### src/rtl/hdb3_rx_pkg.sv
package hdb3_rx_pkg;

  // Strobes that the line classifier sends to the delay datapath for each symbol.
  typedef struct packed {
    logic bitVal;   // decoded value of the current symbol
    logic subZero;  // legal substitution: clear the younger window bits
    logic errSet;   // line error for this symbol
  } rx_strobe_t;

  localparam int unsigned DEFAULT_LOOKBACK = 4;

endpackage

### src/rtl/hdb3_rx_ctrl.sv
module hdb3_rx_ctrl
  import hdb3_rx_pkg::*;
#(
  parameter int unsigned LOOKBACK = DEFAULT_LOOKBACK
) (
  input  logic       clk,
  input  logic       rstN,
  input  logic       hdb3Mode,
  input  logic       posIn,
  input  logic       negIn,
  output rx_strobe_t strb
);

  localparam int unsigned OLDEST = LOOKBACK - 1;

  logic                lastPol;    // 1 = last single-rail mark was positive
  logic [LOOKBACK-1:0] markHist;   // bit 0 = previous symbol, bit OLDEST = four back

  logic isMark, isSingle, isBoth, isViol, windowOk, isLegal;

  always_comb begin
    isMark   = posIn | negIn;
    isSingle = posIn ^ negIn;
    isBoth   = posIn & negIn;
    isViol   = isSingle && (posIn == lastPol);
    windowOk = markHist[OLDEST] && !markHist[0] && !markHist[1];
    isLegal  = hdb3Mode && isViol && windowOk;

    strb.bitVal  = isMark && !isLegal;
    strb.subZero = isLegal;
    strb.errSet  = isBoth || (!hdb3Mode && isViol);
  end

  always_ff @(posedge clk) begin
    if (!rstN) begin
      lastPol  <= 1'b1;
      markHist <= '0;
    end else begin
      markHist <= {markHist[LOOKBACK-2:0], isMark};
      if (isSingle) begin
        lastPol <= posIn;
      end
    end
  end

  // alternate-mark mode never substitutes
  a_r7_ami_no_subst: assert property (@(posedge clk) disable iff (!rstN)
    !hdb3Mode |-> !strb.subZero);

  // both rails high decode as a flagged one
  a_r8_both_rails_one: assert property (@(posedge clk) disable iff (!rstN)
    (posIn && negIn) |-> (strb.bitVal && strb.errSet && !strb.subZero));

  // polarity memory untouched by a both-rail symbol
  a_r8_pol_hold: assert property (@(posedge clk) disable iff (!rstN)
    ($past(rstN) && $past(posIn && negIn)) |-> $stable(lastPol));

endmodule

### src/rtl/hdb3_rx_datapath.sv
module hdb3_rx_datapath
  import hdb3_rx_pkg::*;
#(
  parameter int unsigned LOOKBACK = DEFAULT_LOOKBACK
) (
  input  logic       clk,
  input  logic       rstN,
  input  rx_strobe_t strb,
  output logic       nrzOut,
  output logic       errOut
);

  logic [LOOKBACK-1:0] pipe;  // pipe[0] = newest decoded bit

  always_ff @(posedge clk) begin
    if (!rstN) begin
      pipe   <= '0;
      nrzOut <= 1'b0;
      errOut <= 1'b0;
    end else begin
      pipe[0] <= strb.bitVal;
      for (int i = 1; i < LOOKBACK; i++) begin
        pipe[i] <= strb.subZero ? 1'b0 : pipe[i-1];
      end
      nrzOut <= pipe[LOOKBACK-1];
      errOut <= strb.errSet;
    end
  end

  // reset clears both outputs
  a_r1_reset_clears: assert property (@(posedge clk)
    !rstN |=> (!nrzOut && !errOut));

  // substitution leaves the younger window bits at zero
  a_r4_window_cleared: assert property (@(posedge clk) disable iff (!rstN)
    strb.subZero |=> (pipe[LOOKBACK-1:1] == '0));

endmodule

### src/rtl/hdb3_rx_decoder.sv
module hdb3_rx_decoder
  import hdb3_rx_pkg::*;
#(
  parameter int unsigned LOOKBACK = DEFAULT_LOOKBACK
) (
  input  logic clk,
  input  logic rstN,
  input  logic hdb3Mode,
  input  logic posIn,
  input  logic negIn,
  output logic nrzOut,
  output logic errOut
);

  rx_strobe_t strb;

  hdb3_rx_ctrl #(.LOOKBACK(LOOKBACK)) ctrl_i (
    .clk(clk), .rstN(rstN), .hdb3Mode(hdb3Mode),
    .posIn(posIn), .negIn(negIn), .strb(strb)
  );

  hdb3_rx_datapath #(.LOOKBACK(LOOKBACK)) dp_i (
    .clk(clk), .rstN(rstN), .strb(strb),
    .nrzOut(nrzOut), .errOut(errOut)
  );

  // a both-rail symbol is flagged on the following cycle
  a_r9_err_follows_rails: assert property (@(posedge clk) disable iff (!rstN)
    ($past(rstN) && $past(posIn && negIn)) |-> errOut);

endmodule

### config.mk
export PLATFORM = sky130hd
export DESIGN_NAME = hdb3_rx_decoder
export DESIGN_NICKNAME = d
export VERILOG_FILES = /design/src/rtl/hdb3_rx_pkg.sv /design/src/rtl/hdb3_rx_ctrl.sv /design/src/rtl/hdb3_rx_datapath.sv /design/src/rtl/hdb3_rx_decoder.sv
export SDC_FILE = /design/constraint.sdc
export NUM_CORES = 1
export LEC_CHECK = 0
export BUFFER_PORTS_ARGS = -buffer_cell sky130_fd_sc_hd__buf_2
export CORE_AREA = 4 4 41 43
export DETAILED_ROUTE_END_ITERATION = 8
export DIE_AREA = 0 0 45 47
export PLACE_DENSITY = 0.44
export SYNTH_ARGS = -nofsm -noshare
export SYNTH_HDL_FRONTEND = slang
export SYNTH_SLANG_ARGS = --single-unit
### constraint.sdc
create_clock -name clk -period 2.24 [get_ports clk]
set_input_delay 0.112 -clock clk [delete_from_list [all_inputs] [get_ports clk]]
set_output_delay 0.112 -clock clk [all_outputs]
set_load 0.02 [all_outputs]
==> results.ini <==
[pwr]
pwr-share-clk_pct=36.4
vdd_drop_max_v=0.000234
cellPowerDensity_nw_per_um2=828
power.internal_mw=0.287
sw_frac_of_total_pct=22.3
p_switching_mw=0.0824
p_leak_nw=0.218
p_comb_share_pct=7.5
fin_total_pwr_mw=0.370
pwr-share-seq_pct=56.1

[critical_path]
ff2ff_path_depth=3
r2r-end=dp_i.pipe[3]
worstSetupEndpointType=flip-flop
r2r_slack_ns=1.26
cp_max_fo=4
crit_required_ns=2.40
path_class=reg -> reg
cp-start-kind=flip-flop
reg2reg_from=ctrl_i.markHist[1]
critical_path_arrival_ns=1.13

[place]
gp_congestion=0.720
placed_area_sq_um=420
post-place-ws_ns=1.22
dp_cells=53
io_buffers=6

[cts]
clk_latency_ns=0.27
cts_htree_levels=1
post_cts_resized=0
clk_pin_slew_ns=0.07
postCtsSetupBuffers=0
ctsHoldBuffers=0
clockBufferDepth=2
cts_tree=done
cts_made_buffers=3
clk_root_buffer_cell=clkbuf_4
cts.sinks=11

[floorplanning]
die_h_um=47
row_count=13
start_util_pct=28.6
io_pins=7
core_sq_um=1300
fp.dieW_um=45
die_area_sq_um=2120

[global_routing]
grt_max_degree=11
overflow=0
track_usage_pct=6.43
first_global_vias=225
grt_pass1_wl_um=903
grt_antenna_before_repair=0

[cells_and_area]
final_layout_size_suffix_gt1_share_pct=26.2
n_antenna_cell=0
final_nets=50
final_area_sq_um=447
fin_cells=57
area_growth_pct=20.2
final_cell_mix=11 x dfxtp_1, 6 x buf_2, 4 x and2_1
post-route-util_pct=34.3
layout_commonest_cell=dfxtp_1

[synthesis]
syn_nets=39
syn_area_per_cell_sq_um=11.6
syn-instance-count=32
syn_area_sq_um=372
ys_seq_area_share_pct=59.3
ys_warn_count=0
synth_seq_cells=11
ys_types=13
synth_top_area_cell=dfxtp_1
synth_area_leaders=dfxtp_1 59%, and2_1 6.7%, ha_1 6.7%, and3_1 5.1%, and4bb_1 3.4%
synth_top_cell_area_share_pct=59.3

[worst_hold_path]
whs_endpoint=ctrl_i.lastPol
hold_path.class=in -> reg
hold_depth=2
holdCritStartpoint=rstN

[timing]
fmax_mhz=1020
worst_slack_ns=1.26
finalSetupViolCount=0
hold_ws_ns=0.0786
slew_viol_final=0
setup-tns-final_ns=0
tightest_slew_ns=0.219
hold_viol=0
rsz0062_at_grt=no
post-route-min-period_ns=0.976
finClkSkew_ns=0.00539
min_period_over_period_pct=43.6
slew_headroom_pct=85.3

[status]
status=finished clean

[routing]
ant_nets=0
num_vias=227
viasPerCell=3.98
drt-initial-drc-count=3
wire_per_inst_um=9.65
drc=0
drt-total-wl_um=550
first_pass_iters=2

[run]
cap_violations=0

==> critical path, stage by stage, from the launching register on <==
cell,delay [ns]
dfxtp_1,0.30
and4bb_1,0.28
nand3_2,0.10
and3_1,0.19
==> per-layer routing <==
| layer | wire length [um] | track usage, % | vias up |
|---|---|---|---|
| met2 | 239 | 7.63 | 6 |
| met3 | 42 | 3.83 | 0 |
| li1 | - | - | 123 |
| met4 | 0 | 5.26 | 0 |
| met1 | 268 | 8.08 | 98 |
| met5 | 0 | 0 | - |
==> cells in the mapped netlist <==
cell type and n:
a31oi_1 1, and2_1 4, and2_2 1, and3_1 3
and4bb_1 1, dfxtp_1 11, ha_1 2, inv_1 3
mux2i_1 1, nand2_1 1, nand3_2 1, nor2b_1 2
xnor2_1 1
==> worst max-delay path by stage <==
stage | start | endpoint | slack, ns | cells after the start
after CTS | ctrl_i.markHist[1] | dp_i.pipe[3] | 1.26 | 3
after global placement | posIn | dp_i.pipe[3] | 1.24 | 5
after global routing | ctrl_i.lastPol | dp_i.pipe[3] | 1.19 | 3
after detailed placement | posIn | dp_i.pipe[3] | 1.22 | 5
final | ctrl_i.markHist[1] | dp_i.pipe[3] | 1.26 | 3
after floorplan | ctrl_i.markHist[1] | dp_i.pipe[1] | 1.33 | 3
==> area by class of cell <==
type | count | area (sq um)
clock buffers | 4 | 26.3
fillers | 144 | 855
inverters | 3 | 11.3
multi-input cells | 18 | 140
flip-flops and latches | 11 | 220
well taps | 15 | 18.8
repair buffers | 6 | 30.0
==> state kept, by name, indices dropped and copies added, names as in the netlist <==
register	count
dp_i.errOut	1
dp_i.pipe	4
dp_i.nrzOut	1
ctrl_i.markHist	4
ctrl_i.lastPol	1
==> power by group through the flow <==
stage	combinational (mW)	clock (mW)	sequential (mW)
6_report	0.0279	0.134	0.207
5_1_grt	0.0319	0.144	0.209
2_1_floorplan	0.0163	0	0.213
3_3_place_gp	0.0280	0	0.212
4_1_cts	0.0285	0.138	0.208
3_5_place_dp	0.0284	0	0.212
==> cell families after synthesis <==
family / synth area share [%]
AND/OR/NAND/NOR: 24.2
flip-flops: 59.3
buffers and inverters: 3.03
adder cells (fa/ha/maj): 6.73
AO/OA/AOI/OAI: 1.68
XOR/XNOR: 2.36
multiplexers: 2.69
Power figures use the tool's default switching activity.
